[src/rtl/rx_byte_router.sv]
module rx_byte_router #(
  parameter int WINDOW_MS = 100,
  parameter int SUP_W     = 4
) (
  input  logic             clk,
  input  logic             rst_n,
  input  logic             evt_valid,
  input  logic [7:0]       evt_status,
  input  logic [7:0]       evt_data,
  input  logic             mux_mode,
  input  logic [5:0]       port_present,
  input  logic             ms_tick,
  input  logic             sup_load,
  input  logic [SUP_W-1:0] sup_value,
  output logic             out_valid,
  output logic [2:0]       out_port,
  output logic [7:0]       out_data,
  output logic [1:0]       out_flags
);
  localparam int WIN_W = $clog2(WINDOW_MS + 1);
  localparam logic [WIN_W-1:0] WIN_LIM = WIN_W'(WINDOW_MS);
  localparam logic [2:0] P_KBD = 3'd0;
  localparam logic [2:0] P_AUX = 3'd1;
  localparam logic [2:0] P_MUX0 = 3'd2;
  localparam logic [7:0] ERR_BYTE = 8'hFE;

  logic             armed;
  logic [WIN_W-1:0] win_cnt;
  logic [2:0]       last_port;
  logic [SUP_W-1:0] sup_cnt;

  logic       full, aux_tag, mux_err, mux_path, win_open;
  logic [2:0] c_port;
  logic [7:0] c_data;
  logic [1:0] c_flags;
  logic       is_ack, drop_ack, deliver, record;

  assign full     = evt_valid & evt_status[0];
  assign aux_tag  = evt_status[5];
  assign mux_err  = evt_status[2];
  assign mux_path = mux_mode & aux_tag;
  assign win_open = armed & (win_cnt < WIN_LIM);

  always_comb begin
    c_data  = evt_data;
    c_flags = 2'b00;
    c_port  = aux_tag ? P_AUX : P_KBD;
    if (mux_path) begin
      c_port = P_MUX0 + {1'b0, evt_status[7:6]};
      if (mux_err) begin
        case (evt_data)
          8'hFC, 8'hFD, 8'hFE: begin
            c_flags = 2'b10;
            c_data  = ERR_BYTE;
          end
          8'hFF: begin
            c_flags = 2'b01;
            c_data  = ERR_BYTE;
          end
          default: begin
            if (win_open) begin
              c_port = last_port;
            end else begin
              c_flags = 2'b10;
              c_data  = ERR_BYTE;
            end
          end
        endcase
      end
    end else begin
      c_flags = {evt_status[6], evt_status[7]};
    end
  end

  assign is_ack   = (c_data == 8'hFA) | (c_data == 8'hFE);
  assign drop_ack = full & (sup_cnt != '0) & (c_port == P_KBD) & is_ack;
  assign deliver  = full & ~drop_ack & port_present[c_port];
  assign record   = full & mux_path & ~mux_err;

  always_ff @(posedge clk) begin
    if (!rst_n) begin
      out_valid <= 1'b0;
      out_port  <= '0;
      out_data  <= '0;
      out_flags <= '0;
    end else begin
      out_valid <= deliver;
      if (deliver) begin
        out_port  <= c_port;
        out_data  <= c_data;
        out_flags <= c_flags;
      end
    end
  end

  always_ff @(posedge clk) begin
    if (!rst_n) begin
      armed     <= 1'b0;
      win_cnt   <= '0;
      last_port <= P_MUX0;
    end else if (record) begin
      armed     <= 1'b1;
      win_cnt   <= '0;
      last_port <= c_port;
    end else if (ms_tick && armed && win_cnt < WIN_LIM) begin
      win_cnt <= win_cnt + 1'b1;
    end
  end

  always_ff @(posedge clk) begin
    if (!rst_n)         sup_cnt <= '0;
    else if (sup_load)  sup_cnt <= sup_value;
    else if (drop_ack)  sup_cnt <= sup_cnt - 1'b1;
  end
endmodule


[config.mk]
export PLATFORM = sky130hd
export DESIGN_NAME = rx_byte_router
export DESIGN_NICKNAME = d
export VERILOG_FILES = /design/src/rtl/rx_byte_router.sv
export SDC_FILE = /design/constraint.sdc
export NUM_CORES = 1
export LEC_CHECK = 0
export ABC_CLOCK_PERIOD_IN_PS = 3590
export BUFFER_PORTS_ARGS = -buffer_cell sky130_fd_sc_hd__buf_4
export CAP_MARGIN = 20
export CORE_ASPECT_RATIO = 1.5
export CORE_MARGIN = 4
export CORE_UTILIZATION = 54
export DETAILED_ROUTE_END_ITERATION = 7
export HOLD_SLACK_MARGIN = 0.02
export PLACE_DENSITY = 0.82
export SLEW_MARGIN = 40
export SYNTH_ARGS = -nofsm -noshare
export SYNTH_HDL_FRONTEND = slang
export SYNTH_SLANG_ARGS = --single-unit
[constraint.sdc]
create_clock -name clk -period 3.59 [get_ports clk]
set_input_delay 0.5385 -clock clk [delete_from_list [all_inputs] [get_ports clk]]
set_output_delay 0.5385 -clock clk [all_outputs]
set_load 0.02 [all_outputs]
# Word level (Yosys, flattened, before mapping)
# Index checks and enable logic that the tools add are counted.
# word_totals
regBits	29
latch_bits	0
ramBits	0
mem_bits_ro	0
input_bits	32
output_inout_bits	14
mem_count	0
# classes
add_sub_neg	3
mul	0
div	0
magnitude_cmp	2
eq_ne	6
shift	0
n_mux	17
bitwise_logic	14
n_reduce_logical	8
# op_table
op	n
8-bit equality test (second input constant)	6
8-bit two-way mux	4
3-bit two-way mux	4
1-bit AND	10
4-bit two-way mux	2
7-bit by 1-bit adder with 7-bit output (second input constant)	1
7-bit < comparator (second input constant)	1
2-bit two-way mux	3
3-bit by 4-bit < comparator with 1-bit output (second input constant)	1
2-bit case mux with 2 select lines	1
4-bit nonzero test	1
4-bit OR reduction	1
4-bit by 1-bit subtractor with 4-bit output (second input constant)	1
2-bit by 2-bit adder with 3-bit output (first input constant)	1
1-bit binary-select mux with 3-bit select	1
3-bit zero test	1
1-bit NOT	3
3-bit OR reduction	1
1-bit logical AND	2
1-bit two-way mux	2
2-bit nonzero test	1
2-bit OR reduction	1
1-bit OR	1

# Depth between registers and ports, before layout
# Gate-level depths: netlist of the first run.
# depth
word_depth	12
depth_mapped	9

# Worst setup path after synthesis of the first run
# Ideal clock, no wire load.
# synth_path
kind	input port to flip-flop
startpoint	in evt_data[6]
endpoint	reg out_data[0]
t_arrival_ns	2.215
path_slack_ns	1.304
stages	9
path_buffers	2
path_cell_list	nand4_1 > o21a_1 > a211o_1 > and2_4 > a311oi_1 > o41a_1 > buf_6 > buf_12 > mux2i_1
# synth_between
elab_chain_len	11
word_cells_on_any_way	23
# synth_rtl
item	line	text
start, declared	9	input logic [7:0] evt_data,
8-bit equality test	51	case (evt_data)
4-bit OR reduction (no source line)	--	
8-bit two-way mux / 3-bit two-way mux (equally long branches)	51	
8-bit two-way mux / 3-bit two-way mux (equally long branches)	50	if (mux_err) begin
8-bit two-way mux / 3-bit two-way mux (equally long branches)	48	if (mux_path) begin
8-bit equality test / 3-bit zero test (equally long branches)	75, 76	
1-bit OR / 1-bit AND (equally long branches)	75, 76	
1-bit AND	76	assign drop_ack = full & (sup_cnt != '0) & (c_port == P_KBD) & is_ack;
1-bit NOT	77	assign deliver = full & ~drop_ack & port_present[c_port];
1-bit AND (2 in series)	77	
end signal, assigned	90	out_data <= c_data;
end, declared	17	output logic [7:0] out_data,
# Parallel ways exist; a longest one is shown, timed or not. The select of a mux whose other input is x is not followed.
# A chain may end at the register's enable or synchronous reset.

# Final worst setup path of the first run
# layout_path
startpoint	reg win_cnt[2]
endpoint	reg out_data[4]
# layout_between
elab_chain_len	12
word_cells_on_any_way	21
# layout_rtl
item	line	text
start, declared	28	logic [WIN_W-1:0] win_cnt;
start signal, assigned	106	win_cnt <= win_cnt + 1'b1;
7-bit < comparator *	42	assign win_open = armed & (win_cnt < WIN_LIM);
1-bit AND *	42	
8-bit two-way mux / 3-bit two-way mux (equally long branches)	61	if (win_open) begin
8-bit two-way mux / 3-bit two-way mux (equally long branches)	51	
8-bit two-way mux / 3-bit two-way mux (equally long branches)	50	
8-bit two-way mux / 3-bit two-way mux (equally long branches)	48	
8-bit equality test / 3-bit zero test (equally long branches)	75, 76	
1-bit OR / 1-bit AND (equally long branches)	75, 76	
1-bit AND	76	
1-bit NOT	77	
1-bit AND (2 in series)	77	
# Every way passes the cells marked *; elsewhere a longest branch is shown, timed or not. The select of a mux whose other input is x is not followed.

==> out/results.tsv, run 1 <==
stage	metric	value	unit
worst_setup_path	CP dominant cell by count	o41a_1	
worst_setup_path	Largest stage delay, worst path	430	ps
yosys	Distinct cells, synth	43	
clock_network	Gates resized, CTS repair	0	
power_and_ir_drop	leak pwr	0.877	nW
sta	RSZ-0062 raised after global routing	false	
yosys	Ys Warns	0	
yosys	Syn Area/Cell	8.47	sq um
sta	setup tns final	0	ps
drt	Initial DRC Count	55	
floorplan	Initial Util	56.9	%
clock_network	CTS tree	yes	
worst_setup_path	Slowest cell on crit path	o41a_1	
drt	Detailed Route WL	3740	um
grt	vias in the first global route	1567	
drt	DR DRC count	0	
place	detailed placement HPWL	2910	um
worst_setup_path	Top Family by Delay on Critical Path	compound AO/OA/AOI/OAI gates	
grt	largest net degree at the start of global routing	30	
min_path	HP Class	flip-flop to flip-flop	
clock_network	Clk pin slew, worst setup/hold paths	60	ps
sta	Final period util	65.5	%
worst_setup_path	WP buf/inv	1	
clock_network	Post-CTS Setup Inserts	0	
floorplan	core box area	2680	sq um
yosys	Synth Instances	180	
clock_network	total clock buffers created by CTS	5	
sta	Hold Fails Final Rpt	0	
grt	GRT overflow	0	
yosys	sequential share of the synthesized area	38.1	%
grt	Global Route Usage Sum	22.0	%
worst_setup_path	CP Data Arrival Time	2560	ps
worst_setup_path	CP required	3800	ps
floorplan	I/O pins	46	
sta	Max Freq	425	MHz
layout	Area growth syn-to-layout	27.8	%
drt	WL per Instance	14.3	um
power_and_ir_drop	VDD IR max	294	uV
flow_run	maxcap violations	0	
floorplan	full die area	3750	sq um
yosys	top_reg_cell synth	dfxtp_1	
outcome	status	finished clean	
worst_setup_path	Setup crit end kind	flip-flop	
grt	initial antenna violation count	0	
layout	fillcell total	224	
drt	Pre-antenna DRT Iters	4	
min_path	worst hold stages	2	
sta	fin crit period	2350	ps
clock_network	clock latency at the later pin of the worst-skew pair	280	ps
layout	n_diodes	0	
yosys	Yosys reg bits	29	
sta	Final Max Slew Viols	0	
drt	post-route ant nets	0	
worst_setup_path	CP Class	flip-flop to flip-flop	
layout	Net count, final	258	
floorplan	die height	73.1	um
clock_network	# hold bufs at CTS	0	
worst_setup_path	Crit path depth	8	
sta	Final setup viols	0	
layout	Final Instance Count excl. Fillers	262	
place	placed insts	254	
clock_network	H-tree lvl count	2	
floorplan	die span in x	51.4	um
power_and_ir_drop	power density over cell area	381	nW/um^2
worst_setup_path	worst r2r path cells	8	
yosys	share of flip-flops with an asynchronous set or reset	0	%
layout	commonest cells after routing, fill and taps aside	43 x buf_4, 29 x dfxtp_1, 28 x nand2_1	
floorplan	Std-Cell Rows	23	
layout	most common cell after layout, fill and taps aside	buf_4	
clock_network	clk sinks	29	
place	input/output buffers	42	
sta	slew at the pin closest to its max-slew limit	583	ps
drt	Vias per Instance	5.66	
clock_network	Root Buffer Master	clkbuf_8	
yosys	Post-synth EDFFs	0	
grt	first-pass GRT wire length	6350	um
layout	layout cells sized above 1	26.7	%
place	gpl congestion	0.856	
yosys	cell area after synthesis	1520	sq um
yosys	Mapped Nets	214	
sta	relative slew slack	60.8	%
clock_network	clock buffer depth	2	
drt	DR vias	1484	
sta	worst clock skew	6.77	ps
worst_setup_path	CP Cell Sequence	nor3_4 -> o21ai_2 -> o41a_1 -> and3_2 -> o2111ai_1 -> o41a_1 -> buf_4 -> mux2i_1	
worst_setup_path	CP Launch Type	flip-flop	
worst_setup_path	CP Max Fanout	13	
## tightest hold or removal path, cell delays in order (launching register included)
cell,delay [ps]
dfxtp_1,310
nand2_1,50
mux2i_1,50
## flip-flops by register name, indices dropped and copies added (netlist names)
signal and cells:
out_data 8, out_valid 1, sup_cnt 4, win_cnt 7, out_flags 2, armed 1, last_port 3, out_port 3
## cell type report
cell class                 instances  area (sq um)  share of cell area [%]
clock inverter                     1          5.00                   0.257
clock buffer                       7          96.3                    4.95
inverter                           8          30.0                    1.54
sequential                        29           581                    29.8
multi-input combinational        137           867                    44.5
tap                               37          46.3                    2.38
timing repair buffer              43           323                    16.6
## synthesized netlist by cell type (2+ instances only)
cell	instances	area share [%]
a311oi_1	3	1.7
o41a_1	2	1.5
o21ai_2	2	1.1
o21ai_1	2	0.66
xnor2_1	3	1.7
dfxtp_1	29	38
xor2_1	2	1.1
mux2i_1	14	9.2
a21boi_0	3	1.5
inv_1	8	2.0
clkbuf_1	4	0.98
nand2_1	28	6.9
a21o_1	2	0.98
nand4_1	2	0.82
nor2_1	19	4.7
nor3_1	2	0.66
and3_1	3	1.2
ha_1	2	1.6
o21ai_0	13	4.3
and2_1	2	0.82
nand3_1	7	2.3
nand2b_1	2	0.82
a21oi_1	5	1.6
a31oi_1	2	0.82
## power breakdown
part	switching, mW	internal (mW)
Sequential	0.00579	0.333
Clock	0.120	0.173
Combinational	0.0588	0.0527
Total	0.185	0.558
## path summary, 6_finish.rpt
path / from / endpoint / slack (ps)
hold / removal: out_data[7] / out_data[7] / 460
hold reg to reg: out_data[7] / out_data[7] / 460
setup reg to reg: win_cnt[2] / out_data[4] / 1240
setup / recovery: win_cnt[2] / out_data[4] / 1240
## metal layers
layer  vias to the layer above  track usage, %  wire [um]
li1                        725               -          -
met1                       698            19.8       1370
met2                        50            42.4       2100
met3                        11            6.95        213
met4                         0            10.5         70
met5                         -               0          0
## per-stage QoR
stage | instance area [sq um] | utilization, % | power [mW] | setup slack, ps | hold slack, ps
2_1_floorplan | 1520 | - | 0.410 | 1300 | 437
3_3_place_gp | 1850 | 69.0 | 0.451 | 1060 | 445
3_5_place_dp | 1850 | 69.0 | 0.456 | 999 | 455
4_1_cts | 1950 | 72.8 | 0.748 | 1240 | 465
5_1_grt | 1950 | 72.8 | 0.776 | 1080 | 467
6_report | 1950 | 72.8 | 0.743 | 1240 | 459
## logic make-up (layout without fill, tap and decap cells)
| logic type | count (synthesis) | after routing | share of synthesized area (%) |
|---|---|---|---|
| AOI/OAI and AO/OA | 43 | 43 | 19.7 |
| and+or+nand+nor | 73 | 73 | 23.5 |
| muxes | 14 | 14 | 9.20 |
| adders and majority gates | 2 | 2 | 1.64 |
| DFF | 29 | 29 | 38.1 |
| xor gates and xnor gates | 5 | 5 | 2.87 |
| buffers and inverters | 14 | 59 | 5.01 |
Note: power is estimated with default switching activity, not from simulation.
==> inputs of run 2 (changes only) <==
--- a/config.mk
+++ b/config.mk
@@ -5,15 +5,15 @@
 export SDC_FILE = /design/constraint.sdc
 export NUM_CORES = 1
 export LEC_CHECK = 0
-export ABC_CLOCK_PERIOD_IN_PS = 3590
+export ABC_CLOCK_PERIOD_IN_PS = 2450
 export BUFFER_PORTS_ARGS = -buffer_cell sky130_fd_sc_hd__buf_4
 export CAP_MARGIN = 20
 export CORE_ASPECT_RATIO = 1.5
 export CORE_MARGIN = 4
-export CORE_UTILIZATION = 54
+export CORE_UTILIZATION = 50
 export DETAILED_ROUTE_END_ITERATION = 7
 export HOLD_SLACK_MARGIN = 0.02
-export PLACE_DENSITY = 0.82
+export PLACE_DENSITY = 0.77
 export SLEW_MARGIN = 40
 export SYNTH_ARGS = -nofsm -noshare
 export SYNTH_HDL_FRONTEND = slang
==> constraint.sdc (replaced) <==
create_clock -name clk -period 2.45 [get_ports clk]
set_input_delay 0.3675 -clock clk [delete_from_list [all_inputs] [get_ports clk]]
set_output_delay 0.3675 -clock clk [all_outputs]
set_load 0.02 [all_outputs]
==> run 2 against run 1 <==
  * Via count down 3.1%
  * Combinational power grew 50%
  * Highest routed layer unchanged
  * Core utilization decreased by 5.4 points
  * Wire length decreased by 1.8%
  * Largest cell class unchanged
==> out/results.tsv, run 2 (synthesis gave the netlist of run 1 again) <==
stage	metric	value	unit	change
outcome	status	finished clean		
floorplan	die height	75.6	um	+3.5%
worst_setup_path	Setup crit end kind	flip-flop		
sta	setup tns final	0	ps	unchanged
worst_setup_path	Largest stage delay, worst path	430	ps	about the same
worst_setup_path	CP required	2650	ps	-1150 ps
worst_setup_path	FF-to-FF Start	win_cnt[2]		
place	gpl congestion	0.955		+12%
worst_setup_path	CP Data Arrival Time	2520	ps	-40 ps
layout	storage element area	581	sq um	unchanged
sta	Hold Fails Final Rpt	0		unchanged
clock_network	H-tree lvl count	2		unchanged
flow_run	maxcap violations	0		unchanged
layout	max FFs per register	8		unchanged
power_and_ir_drop	power density over cell area	551	nW/um^2	+45%
min_path	worst hold stages	2		unchanged
worst_setup_path	RR Endpoint	out_data[3]		
grt	first-pass GRT wire length	5980	um	-5.8%
clock_network	clock buffer depth	2		unchanged
grt	vias in the first global route	1383		-12%
layout	biggest regs	out_data (8), win_cnt (7), sup_cnt (4)		
grt	initial antenna violation count	0		unchanged
floorplan	Initial Util	52.3	%	-4.6 points
power_and_ir_drop	VDD IR max	693	uV	+140%
sta	Max Freq	432	MHz	+1.6%
drt	Vias per Instance	5.45		-3.8%
floorplan	full die area	4010	sq um	+6.9%
floorplan	die span in x	53.1	um	+3.3%
drt	DR vias	1438		-3.1%
clock_network	Post-CTS Setup Inserts	0		unchanged
worst_setup_path	Slowest cell on crit path	o41a_1		
drt	WL met1	1310	um	-4.3%
floorplan	core box area	2910	sq um	+8.8%
sta	worst clock skew	5.95	ps	-0.819 ps
sta	RSZ-0062 raised after global routing	false		
layout	most common cell after layout, fill and taps aside	buf_4		
clock_network	clock latency at the later pin of the worst-skew pair	270	ps	about the same
worst_setup_path	Reg2Reg Setup Slack	130	ps	-1100 ps
drt	wire length on met3	245	um	+15%
worst_setup_path	CP Class	flip-flop to flip-flop		
layout	commonest cells after routing, fill and taps aside	42 x buf_4, 29 x dfxtp_1, 28 x nand2_1		
clock_network	CTS tree	yes		
clock_network	Clk pin slew, worst setup/hold paths	60	ps	about the same
place	Place WS	24.4	ps	-974 ps
sta	relative slew slack	58.8	%	-2.0 points
grt	GRT overflow	0		unchanged
drt	Routed met2 length	2070	um	-1.1%
worst_setup_path	CP Max Fanout	13		unchanged
sta	slew at the pin closest to its max-slew limit	613	ps	+30.5 ps
min_path	HP Class	input pin to flip-flop		
drt	DR DRC count	0		unchanged
clock_network	total clock buffers created by CTS	5		unchanged
place	detailed placement HPWL	2980	um	+2.4%
drt	Highest Signal Layer	met4		
grt	Global Route Usage Sum	20.3	%	-1.7 points
layout	layout cells sized above 1	26.7	%	unchanged
worst_setup_path	CP Launch Type	flip-flop		
clock_network	Root Buffer Master	clkbuf_8		
sta	Final period util	94.6	%	+29 points
layout	Area growth syn-to-layout	28.8	%	
sta	Final setup viols	0		unchanged
floorplan	I/O pins	46		unchanged
layout	n_diodes	0		unchanged
drt	WL per Instance	13.9	um	-2.6%
layout	Net count, final	258		unchanged
sta	slack of the critical path	133	ps	-1100 ps
place	input/output buffers	42		unchanged
min_path	hold wc startpoint	sup_load		
grt	largest net degree at the start of global routing	30		unchanged
layout	Core Util, Final	67.4	%	-5.4 points
drt	post-route ant nets	0		unchanged
clock_network	clk sinks	29		unchanged
clock_network	Gates resized, CTS repair	0		unchanged
worst_setup_path	worst r2r path cells	8		unchanged
sta	Final Max Slew Viols	0		unchanged
min_path	worst hold endpoint	sup_cnt[1]		
worst_setup_path	CP Cell Sequence	nor3_4 -> o21ai_2 -> o41a_1 -> and2_4 -> a311oi_1 -> o41a_1 -> buf_12 -> mux2i_1		
sta	fin crit period	2320	ps	-36.4 ps
layout	area of the multi-input gates	867	sq um	unchanged
drt	Initial DRC Count	52		-5.5%
layout	Top reg by flops	out_data		
drt	Pre-antenna DRT Iters	4		unchanged
layout	fillcell total	249		+11%
worst_setup_path	CP dominant cell by count	o41a_1		
drt	Detailed Route WL	3680	um	-1.8%
clock_network	# hold bufs at CTS	0		unchanged
floorplan	Std-Cell Rows	24		+4.3%
power_and_ir_drop	leak pwr	0.883	nW	+0.60%
run 2: worst max-delay path by stage:
stage / from / end / slack (ps) / cells past startpoint
after floorplan: win_cnt[2] / out_data[0] / 320 / 9
after global placement: evt_data[6] / out_data[3] / 150 / 9
after detailed placement: evt_data[6] / sup_cnt[2] / 20 / 8
after CTS: win_cnt[2] / out_data[3] / 120 / 8
after global routing: win_cnt[2] / out_data[3] / 10 / 8
final: win_cnt[2] / out_data[3] / 130 / 8
run 2: power breakdown:
part	switching (mW)	internal, mW	leakage (nW)
clock network	0.166	0.253	0.0542
registers	0.00846	0.487	0.236
logic	0.0871	0.0796	0.593
run 2: critical path: cells and delay by family (launching register included):
family	cells	cell delay [ps]
compound gates	4	1090
simple gates	2	430
flops	1	360
mux	1	200
buf+inv	1	170
run 2: through the flow:
step	cell area [sq um]	std cells	hold slack (ps)	total power, mW
finish	1960	264	311	1.08
global route	1960	264	301	1.13
detailed placement	1860	256	451	0.672
CTS	1960	264	304	1.09
floorplan	1520	180	437	0.601
global placement	1860	256	445	0.665
run 2: layout make-up:
type                       instances  share of cell area, %
sequential                        29                   29.6
clock inverter                     1                  0.255
tap                               39                   2.49
multi-input combinational        137                   44.2
inverter                           8                   1.53
clock buffer                       7                   4.91
timing repair buffer              43                   17.1
run 2: layer usage:
metal / up-vias / track usage, %
met4: 0 / 8.24
met3: 6 / 5.09
met5: - / 0
met2: 50 / 38.1
met1: 658 / 20.9
li1: 724 / -
==> inputs of run 3 (changes only) <==
==> constraint.sdc (replaced) <==
create_clock -name clk -period 2.45 [get_ports clk]
set_input_delay 0.245 -clock clk [delete_from_list [all_inputs] [get_ports clk]]
set_output_delay 0.245 -clock clk [all_outputs]
set_load 0.02 [all_outputs]
==> run 3 against run 2 <==
  * Sequential share of layout area fell by 0.094 points
  * Worst setup slack got worse by 18 ps
  * Fmax fell by 0.75%
  * Highest routed layer unchanged
  * Sequential power barely moved
==> out/results.tsv, run 3 (synthesis gave the netlist of run 1 again) <==
stage	metric	value	unit	change
clock_network	CTS tree	yes		
drt	Pre-antenna DRT Iters	4		unchanged
drt	DR DRC count	0		unchanged
clock_network	Root Buffer Master	clkbuf_8		
grt	first-pass GRT wire length	5980	um	unchanged
layout	n_diodes	0		unchanged
drt	WL per Instance	14.0	um	+0.73%
grt	largest net degree at the start of global routing	30		unchanged
layout	Core Util, Final	67.6	%	+0.21 points
grt	vias in the first global route	1367		-1.2%
sta	relative slew slack	59.7	%	+0.86 points
floorplan	core box area	2910	sq um	unchanged
sta	Max Freq	428	MHz	-0.75%
sta	Final period util	95.3	%	+0.72 points
clock_network	Gates resized, CTS repair	0		unchanged
floorplan	die span in x	53.1	um	unchanged
layout	biggest regs	out_data (8), win_cnt (7), sup_cnt (4)		
clock_network	total clock buffers created by CTS	5		unchanged
power_and_ir_drop	power density over cell area	552	nW/um^2	about the same
worst_setup_path	CP Max Fanout	13		unchanged
sta	worst clock skew	1.61	ps	-4.34 ps
layout	commonest cells after routing, fill and taps aside	42 x buf_4, 29 x dfxtp_1, 28 x nand2_1		
sta	fin crit period	2330	ps	+17.6 ps
drt	DR vias	1432		-0.42%
drt	Initial DRC Count	41		-21%
floorplan	Std-Cell Rows	24		unchanged
worst_setup_path	CP Data Arrival Time	2540	ps	+20 ps
worst_setup_path	Setup crit end kind	flip-flop		
layout	fillcell total	264		+6.0%
layout	Top reg by flops	out_data		
sta	slew at the pin closest to its max-slew limit	601	ps	-12.8 ps
layout	layout cells sized above 1	27.1	%	+0.44 points
clock_network	clock buffer depth	2		unchanged
grt	Global Route Usage Sum	20.6	%	+0.36 points
floorplan	Initial Util	52.3	%	unchanged
clock_network	H-tree lvl count	2		unchanged
clock_network	clock latency at the later pin of the worst-skew pair	280	ps	about the same
place	detailed placement HPWL	2960	um	-0.56%
drt	Detailed Route WL	3700	um	+0.73%
clock_network	Clk pin slew, worst setup/hold paths	60	ps	about the same
sta	RSZ-0062 raised after global routing	false		
layout	max FFs per register	8		unchanged
floorplan	die height	75.6	um	unchanged
clock_network	clk sinks	29		unchanged
drt	post-route ant nets	0		unchanged
clock_network	# hold bufs at CTS	0		unchanged
outcome	status	finished clean		
place	input/output buffers	42		unchanged
layout	Net count, final	258		unchanged
min_path	HP Class	input pin to flip-flop		
sta	Final Max Slew Viols	0		unchanged
worst_setup_path	CP Launch Type	flip-flop		
power_and_ir_drop	VDD IR max	503	uV	-27%
layout	most common cell after layout, fill and taps aside	buf_4		
grt	GRT overflow	0		unchanged
worst_setup_path	Worst Setup SP	win_cnt[2]		
floorplan	I/O pins	46		unchanged
sta	setup tns final	0	ps	unchanged
place	gpl congestion	0.934		-2.2%
sta	Final setup viols	0		unchanged
power_and_ir_drop	leak pwr	0.883	nW	+0.11%
worst_setup_path	CP required	2660	ps	about the same
drt	Vias per Instance	5.42		-0.42%
grt	initial antenna violation count	0		unchanged
clock_network	Post-CTS Setup Inserts	0		unchanged
layout	Area growth syn-to-layout	29.2	%	
floorplan	full die area	4010	sq um	unchanged
worst_setup_path	CP Class	flip-flop to flip-flop		
sta	Hold Fails Final Rpt	0		unchanged
min_path	hold wc startpoint	sup_load		
worst_setup_path	FF-to-FF Start	win_cnt[2]		
flow_run	maxcap violations	0		unchanged
-- run 3: through the flow --
stage / setup WS (ps) / hold slack, ps / total power [mW] / cell area (sq um) / std cells
after CTS: 116 / 172 / 1.10 / 1960 / 264
after global routing: 2.17 / 175 / 1.13 / 1970 / 264
final: 116 / 179 / 1.09 / 1970 / 264
after floorplan: 321 / 344 / 0.601 / 1520 / 180
after detailed placement: 145 / 452 / 0.672 / 1860 / 256
after global placement: 245 / 445 / 0.665 / 1860 / 256
-- run 3: cell type report --
cell class              instances  area, sq um  share of cell area [%]
well taps                      39         48.8                    2.48
clock inverters                 1         5.00                   0.254
flip-flops and latches         29          581                    29.5
multi-input cells             137          873                    44.3
clock buffers                   7         96.3                    4.89
repair buffers                 43          335                    17.0
inverters                       8         30.0                    1.52
-- run 3: final timing paths --
kind / endpoint / slack [ps] / cells past startpoint
max: out_data[7] / 120 / 8
min: sup_cnt[1] / 180 / 2
max reg2reg: out_data[7] / 120 / 8
min reg2reg: out_flags[1] / 460 / 2
-- run 3: power breakdown --
group | internal (mW) | switching, mW | leakage [nW]
Combinational | 0.0796 | 0.0874 | 0.594
Sequential | 0.487 | 0.00838 | 0.236
Clock | 0.253 | 0.171 | 0.0542
Total | 0.820 | 0.266 | 0.883
-- run 3: critical path, stage by stage (launching register included) --
cell	delay [ps]
dfxtp_1	360
nor3_4	220
o21ai_2	110
o41a_1	430
and2_4	210
a311oi_1	320
o41a_1	250
buf_12	170
mux2i_1	190
-- run 3: metal layers --
layer	vias to the layer above	wire length (um)	global-route usage [%]
met5	-	0	0
met4	0	78	10.2
met3	9	241	6.26
met2	48	2010	37.8
met1	654	1370	20.6
li1	721	-	-
